[src/rtl/loc_arb_pkg.sv]
package loc_arb_pkg;
  localparam logic [7:0] NO_LOC = 8'hFF;
  // access byte bit positions
  localparam int unsigned B_VALID  = 7;
  localparam int unsigned B_ACTIVE = 5;
  localparam int unsigned B_SEIZED = 4;
  localparam int unsigned B_SEIZE  = 3;
  localparam int unsigned B_PEND   = 2;
  localparam int unsigned B_REQ    = 1;
  localparam int unsigned B_EST    = 0;
endpackage

[src/rtl/loc_prio_pick.sv]
module loc_prio_pick #(
  parameter int unsigned NUM_LOC = 5,
  localparam int unsigned IDX_W  = $clog2(NUM_LOC)
) (
  input  logic [NUM_LOC-1:0] vec_i,
  output logic               found_o,
  output logic [IDX_W-1:0]   idx_o
);
  always_comb begin
    found_o = 1'b0;
    idx_o   = '0;
    for (int i = 0; i < NUM_LOC; i++) begin
      if (vec_i[i]) begin
        found_o = 1'b1;
        idx_o   = IDX_W'(i);
      end
    end
  end
endmodule

[src/rtl/loc_access_view.sv]
module loc_access_view
  import loc_arb_pkg::*;
#(
  parameter int unsigned NUM_LOC = 5,
  parameter int unsigned LOC_W   = 3,
  localparam int unsigned IDX_W  = $clog2(NUM_LOC)
) (
  input  logic [LOC_W-1:0]   rd_loc_i,
  input  logic               rd_off_hit_i,
  input  logic [7:0]         active_i,
  input  logic [NUM_LOC-1:0] req_i,
  input  logic [NUM_LOC-1:0] seized_i,
  input  logic               established_i,
  output logic [7:0]         data_o
);
  logic [IDX_W-1:0] idx;
  logic             loc_ok;
  logic             others_req;

  assign idx    = rd_loc_i[IDX_W-1:0];
  assign loc_ok = rd_loc_i < LOC_W'(NUM_LOC);

  always_comb begin
    others_req = 1'b0;
    for (int i = 0; i < NUM_LOC; i++)
      if (LOC_W'(i) != rd_loc_i) others_req |= req_i[i];
  end

  always_comb begin
    data_o = 8'hFF;
    if (rd_off_hit_i && loc_ok) begin
      data_o           = '0;
      data_o[B_VALID]  = 1'b1;
      data_o[B_ACTIVE] = active_i == {{(8-LOC_W){1'b0}}, rd_loc_i};
      data_o[B_SEIZED] = seized_i[idx];
      data_o[B_PEND]   = others_req;
      data_o[B_REQ]    = req_i[idx];
      data_o[B_EST]    = ~established_i;
    end
  end
endmodule

[src/rtl/locality_arbiter.sv]
module locality_arbiter
  import loc_arb_pkg::*;
#(
  parameter int unsigned NUM_LOC = 5,
  parameter int unsigned ADDR_W  = 15,
  parameter int unsigned LOC_LSB = 12,
  parameter int unsigned ACC_OFS = 0
) (
  input  logic              clk_i,
  input  logic              rst_ni,
  input  logic              wr_en_i,
  input  logic [ADDR_W-1:0] wr_addr_i,
  input  logic [7:0]        wr_data_i,
  input  logic [ADDR_W-1:0] rd_addr_i,
  output logic [7:0]        rd_data_o,
  input  logic              established_i,
  input  logic              cmd_busy_i,
  input  logic              cmd_done_i,
  output logic              abort_req_o,
  output logic [7:0]        active_loc_o,
  output logic              loc_chg_irq_o
);
  localparam int unsigned LOC_W = ADDR_W - LOC_LSB;
  localparam int unsigned IDX_W = $clog2(NUM_LOC);
  localparam int unsigned SW    = 8 + 3*NUM_LOC;
  localparam logic [7:0]  NUM_B = 8'(NUM_LOC);

  logic [7:0]         act_q, tgt_q;
  logic [NUM_LOC-1:0] req_q, sz_q, bs_q;
  logic               pend_q, irq_q;

  // ownership switch: returns {active, req, seize, been_seized}
  function automatic logic [SW-1:0] switch_to(
      input logic [7:0] cur, input logic [NUM_LOC-1:0] r, input logic [NUM_LOC-1:0] s,
      input logic [NUM_LOC-1:0] b, input logic [7:0] nxt);
    if (cur != nxt && cur < NUM_B) begin
      if (nxt < NUM_B && s[nxt[IDX_W-1:0]]) b[cur[IDX_W-1:0]] = 1'b1;
      else                                  r[cur[IDX_W-1:0]] = 1'b0;
    end
    if (nxt < NUM_B) begin
      r[nxt[IDX_W-1:0]] = 1'b0;
      s[nxt[IDX_W-1:0]] = 1'b0;
    end
    return {nxt, r, s, b};
  endfunction

  function automatic logic changes(input logic [7:0] cur, input logic [7:0] nxt);
    return (cur != nxt) && (nxt < NUM_B);
  endfunction

  // stage 1: completion of a deferred handover
  logic [7:0]         a1;
  logic [NUM_LOC-1:0] r1, s1, b1;
  logic               irq1, pend1;

  always_comb begin
    {a1, r1, s1, b1} = {act_q, req_q, sz_q, bs_q};
    irq1  = 1'b0;
    pend1 = pend_q;
    if (pend_q && cmd_done_i) begin
      irq1  = changes(act_q, tgt_q);
      {a1, r1, s1, b1} = switch_to(act_q, req_q, sz_q, bs_q, tgt_q);
      pend1 = 1'b0;
    end
  end

  // write decode
  logic [LOC_W-1:0]   wr_loc;
  logic [IDX_W-1:0]   wr_idx;
  logic [7:0]         wl8;
  logic               wr_hit, hi_sz, pick_found;
  logic [IDX_W-1:0]   pick_idx;
  logic               unused_bits;

  assign wr_loc = wr_addr_i[LOC_LSB +: LOC_W];
  assign wr_idx = wr_loc[IDX_W-1:0];
  assign wl8    = {{(8-LOC_W){1'b0}}, wr_loc};
  assign wr_hit = wr_en_i && (wr_addr_i[LOC_LSB-1:0] == LOC_LSB'(ACC_OFS))
                  && (wr_loc < LOC_W'(NUM_LOC-1));
  assign unused_bits = ^{wr_data_i[B_VALID], wr_data_i[6], wr_data_i[B_PEND], wr_data_i[B_EST]};

  loc_prio_pick #(.NUM_LOC(NUM_LOC)) pick_i (
    .vec_i(r1), .found_o(pick_found), .idx_o(pick_idx));

  always_comb begin
    hi_sz = 1'b0;
    for (int i = 0; i < NUM_LOC; i++)
      if (LOC_W'(i) > wr_loc) hi_sz |= s1[i];
  end

  // stage 2: register write
  logic [7:0]         a2, tgt2, htgt, new_a;
  logic [NUM_LOC-1:0] r2, s2, b2;
  logic               irq2, pend2, hand, w_sz, w_act, w_req;

  always_comb begin
    {a2, r2, s2, b2} = {a1, r1, s1, b1};
    irq2  = irq1;
    pend2 = pend1;
    tgt2  = tgt_q;
    hand  = 1'b0;
    htgt  = NO_LOC;
    new_a = a1;
    w_sz  = wr_data_i[B_SEIZE];
    w_act = wr_data_i[B_ACTIVE] && !w_sz;
    w_req = wr_data_i[B_REQ] && !w_sz;
    if (wr_hit) begin
      if (w_act) begin
        if (a1 == wl8) begin
          if (pick_found) begin
            hand = 1'b1;
            htgt = {{(8-IDX_W){1'b0}}, pick_idx};
          end else begin
            new_a = NO_LOC;
          end
        end else begin
          r2[wr_idx] = 1'b0;
        end
      end
      if (wr_data_i[B_SEIZED]) b2[wr_idx] = 1'b0;
      if (w_sz && (a1 == NO_LOC || wl8 > a1) && !s1[wr_idx] && !hi_sz) begin
        for (int i = 0; i < NUM_LOC; i++)
          if (LOC_W'(i) < wr_loc) s2[i] = 1'b0;
        s2[wr_idx] = 1'b1;
        hand = 1'b1;
        htgt = wl8;
      end
      if (w_req && a1 != wl8) begin
        if (a1 != NO_LOC) r2[wr_idx] = 1'b1;
        else              new_a      = wl8;
      end
      if (hand && cmd_busy_i) begin
        pend2 = 1'b1;
        tgt2  = htgt;
      end else begin
        if (!hand) htgt = new_a;
        irq2 = irq2 | changes(a1, htgt);
        {a2, r2, s2, b2} = switch_to(a1, r2, s2, b2, htgt);
      end
    end
  end

  always_ff @(posedge clk_i or negedge rst_ni) begin
    if (!rst_ni) begin
      act_q  <= NO_LOC;
      tgt_q  <= NO_LOC;
      req_q  <= '0;
      sz_q   <= '0;
      bs_q   <= '0;
      pend_q <= 1'b0;
      irq_q  <= 1'b0;
    end else begin
      act_q  <= a2;
      tgt_q  <= tgt2;
      req_q  <= r2;
      sz_q   <= s2;
      bs_q   <= b2;
      pend_q <= pend2;
      irq_q  <= irq2;
    end
  end

  loc_access_view #(.NUM_LOC(NUM_LOC), .LOC_W(LOC_W)) view_i (
    .rd_loc_i     (rd_addr_i[LOC_LSB +: LOC_W]),
    .rd_off_hit_i (rd_addr_i[LOC_LSB-1:0] == LOC_LSB'(ACC_OFS)),
    .active_i     (act_q),
    .req_i        (req_q),
    .seized_i     (bs_q),
    .established_i(established_i),
    .data_o       (rd_data_o)
  );

  assign abort_req_o   = pend_q;
  assign active_loc_o  = act_q;
  assign loc_chg_irq_o = irq_q;
endmodule

[config.mk]
export PLATFORM = sky130hd
export DESIGN_NAME = locality_arbiter
export DESIGN_NICKNAME = d
export VERILOG_FILES = /design/src/rtl/loc_arb_pkg.sv /design/src/rtl/loc_prio_pick.sv /design/src/rtl/loc_access_view.sv /design/src/rtl/locality_arbiter.sv
export SDC_FILE = /design/constraint.sdc
export NUM_CORES = 1
export LEC_CHECK = 0
export BUFFER_PORTS_ARGS = -buffer_cell sky130_fd_sc_hd__buf_2
export CORE_AREA = 2 2 87 89
export CTS_CLUSTER_DIAMETER = 30
export CTS_CLUSTER_SIZE = 8
export DETAILED_ROUTE_END_ITERATION = 10
export DIE_AREA = 0 0 89 91
export PLACE_DENSITY = 0.73
export SKIP_LAST_GASP = 1
export SLEW_MARGIN = 10
export SYNTH_ARGS = -nofsm -noshare
export SYNTH_HDL_FRONTEND = slang
export SYNTH_SLANG_ARGS = --single-unit
export TNS_END_PERCENT = 1
[constraint.sdc]
create_clock -name clk_i -period 6.02 [get_ports clk_i]
set_input_delay 0.602 -clock clk_i [delete_from_list [all_inputs] [get_ports clk_i]]
set_output_delay 0.602 -clock clk_i [all_outputs]
set_load 0.1 [all_outputs]
==> flow_metrics.py <==
metrics = {
    "sta": {
        "finalClockSkew_ps": 12.3,
        "setup_violations": 0,
        "fin_crit_sh": 0.818,
        "finalHoldViolations": 0,
        "fmax_mhz": 203,
        "setup-tns-final_ps": 0,
        "relSlewSlack": 0.337,
        "worst_slack_ps": 1100,
        "tightest_slew_ps": 979,
        "post-route-min-period_ps": 4920,
        "rsz0062_at_grt": "false",
        "holdWs_ps": 342,
        "slew_violations": 0,
    },
    "clock_network": {
        "postCtsSetupRepairBufs": 0,
        "cts_root_buffer": "clkbuf_8",
        "cts_tree": "done",
        "cts_buffers": 5,
        "clock_sinks": 29,
        "clk-insertion-delay-late_ps": 290,
        "cts_htree_levels": 2,
        "clk_pin_slew_worst_paths_ps": 80,
        "cts_hold_buf": 0,
        "clockBufferDepth": 2,
        "cts_resized": 0,
    },
    "placed_design": {
        "globalplace.congestion": 0.963,
        "io_buffer_count": 56,
        "dp_hpwl_um": 7930,
        "post-place-ws_ps": 980,
    },
    "routing": {
        "wirelength_um": 10200,
        "num_vias": 3371,
        "first_iter_violations": 225,
        "wl_per_cell_um": 19.5,
        "ant_nets": 0,
        "drc": 0,
        "vias_per_cell": 6.47,
        "drtPass1Iterations": 5,
    },
    "yosys": {
        "syn-cell-area_um2": 3110,
        "async_reset_ff_frac": 1.00,
        "ys.flop_type": "dfrtp_1",
        "synth_nets": 432,
        "yosys.cell_types.count": 88,
        "synth_seq_cells": 29,
        "synthCells": 385,
        "syn_avg_cell_area_um2": 8.09,
        "synth_warnings": 0,
        "yosysSeqAreaShare": 0.238,
        "synth-edff-count": 0,
    },
    "finish": {
        "multi_input_area_um2": 2190,
        "num-nets-final": 468,
        "seq_area_um2": 741,
        "diodes": 0,
        "mostFrequentLayoutCells": "buf_2, nand2_1, o21ai_0",
        "final_common_cell": "buf_2",
        "fillers": 735,
        "drive_gt1_frac": 0.256,
        "area_delta_synth_final_pct": 11.5,
    },
    "global_route": {
        "grt.overflow.total": 0,
        "grt_max_degree": 30,
        "first_global_vias": 3180,
        "grt_pass1_wl_um": 16400,
        "grt_antenna_before_repair": 0,
        "grt_usage": 0.258,
    },
    "worst_hold_path": {
        "hp-class": "in -> async",
    },
    "floorplanning": {
        "coreArea_um2": 7140,
        "dieArea_um2": 8100,
        "dieWidth_um": 89,
        "start_util": 0.436,
        "num_rows": 31,
        "die_y_um": 91,
        "ios": 62,
    },
    "flow_run": {
        "drv_cap": 0,
    },
    "setup_path": {
        "cp.required_ps": 6200,
        "endpoint_kind": "flip-flop",
        "r2r_slack_ps": 1100,
        "path_max_fanout": 11,
        "arrival_ps": 5100,
        "setup.worst_path.class": "reg -> reg",
        "crit_path_start_kind": "flip-flop",
    },
    "pwr": {
        "power_leakage_uw": 0.00135,
        "power_uw": 492,
        "power_density_nw_per_um2": 142,
        "ir_drop_mv": 0.0812,
    },
    "run_status": {
        "status": "complete, no violations",
    },
}
-- sequential cells by signal (all words and copies together) (netlist names) --
name	cells
abort_req_o	1
active_loc_o	8
bs_q	5
loc_chg_irq_o	1
req_q	5
sz_q	5
tgt_q	4
-- through the flow --
step            util  cell area, µm²  instances
2_1_floorplan      -            3110        385
3_3_place_gp   0.475            3390        513
3_5_place_dp   0.475            3390        513
4_1_cts        0.486            3470        521
5_1_grt        0.486            3470        521
6_report       0.486            3470        521
-- cell type report --
type	instances	area share
Clock inverter	2	0.00288
Multi-Input combinational cell	315	0.630
Sequential cell	29	0.213
Clock buffer	6	0.0209
Tap cell	99	0.0357
Timing Repair Buffer	57	0.0829
Inverter	13	0.0141
-- routing by layer --
metal,routed length (µm),GRT usage,vias up
met5,0,0,-
met1,4320,0.351,1627
met2,4840,0.414,159
met4,316,0.0871,0
li1,-,-,1555
met3,690,0.0382,30
-- critical path, cell delays in order (launching register included) --
cell and delay (ps):
dfrtp_1 560, nand2_1 370, a21boi_0 440, inv_1 230, ha_1 310, and3_1 220
a21o_1 180, o32ai_2 170, and4_1 310, and2_1 370, a22o_1 300, or2_1 240
o311ai_1 140, a31oi_2 240, or4b_4 530, o41ai_2 210
-- synth_stat cells, types with 4 or more instances --
cell type | n | area, µm²
nand2_1 | 37 | 139
o21ai_0 | 26 | 130
a21oi_1 | 25 | 125
nor2_1 | 24 | 90.1
dfrtp_1 | 17 | 425
clkbuf_1 | 15 | 56.3
dfstp_2 | 12 | 315
inv_1 | 12 | 45.0
nand3_1 | 11 | 55.1
nor4_1 | 11 | 68.8
o211ai_1 | 10 | 75.1
nand2b_1 | 9 | 56.3
a21o_1 | 8 | 60.1
a31oi_1 | 8 | 50.1
nor3_1 | 8 | 40.0
buf_2 | 7 | 35.0
o21ai_1 | 7 | 35.0
and2_1 | 6 | 37.5
o22ai_1 | 6 | 37.5
nand3b_1 | 5 | 37.5
xnor2_1 | 5 | 43.8
a2bb2oi_1 | 4 | 35.0
and3_1 | 4 | 25.0
and4_1 | 4 | 35.0
buf_4 | 4 | 30.0
nand4_1 | 4 | 25.0
o31ai_1 | 4 | 30.0
xor2_1 | 4 | 35.0
-- kinds of logic after synthesis --
logic type | Yosys count | synth area share
AOI/OAI and AO/OA | 149 | 0.367
and+or+nand+nor | 147 | 0.269
buffers and inverters | 41 | 0.0599
DFF | 29 | 0.238
xor gates and xnor gates | 9 | 0.0253
muxes | 6 | 0.0277
adders and majority gates | 3 | 0.0121
other | 1 | 0.00120
-- report_power, final --
| group | switching [µW] | internal (µW) | total [µW] |
|---|---|---|---|
| Combinational | 82.0 | 45.5 | 128 |
| Sequential | 3.33 | 197 | 200 |
| Clock | 83.9 | 80.1 | 164 |
-- worst paths after layout --
path                       depth (start not counted)               to             from
setup / recovery                                  15          bs_q[4]      abort_req_o
hold / removal                                     1         req_q[4]           rst_ni
setup reg to reg                                  15          bs_q[4]      abort_req_o
hold reg to reg                                    2  active_loc_o[5]  active_loc_o[5]
max in group asynchronous                          1          bs_q[2]           rst_ni
min in group clk_i                                 2  active_loc_o[5]  active_loc_o[5]
(Power assumes the default switching activity.)
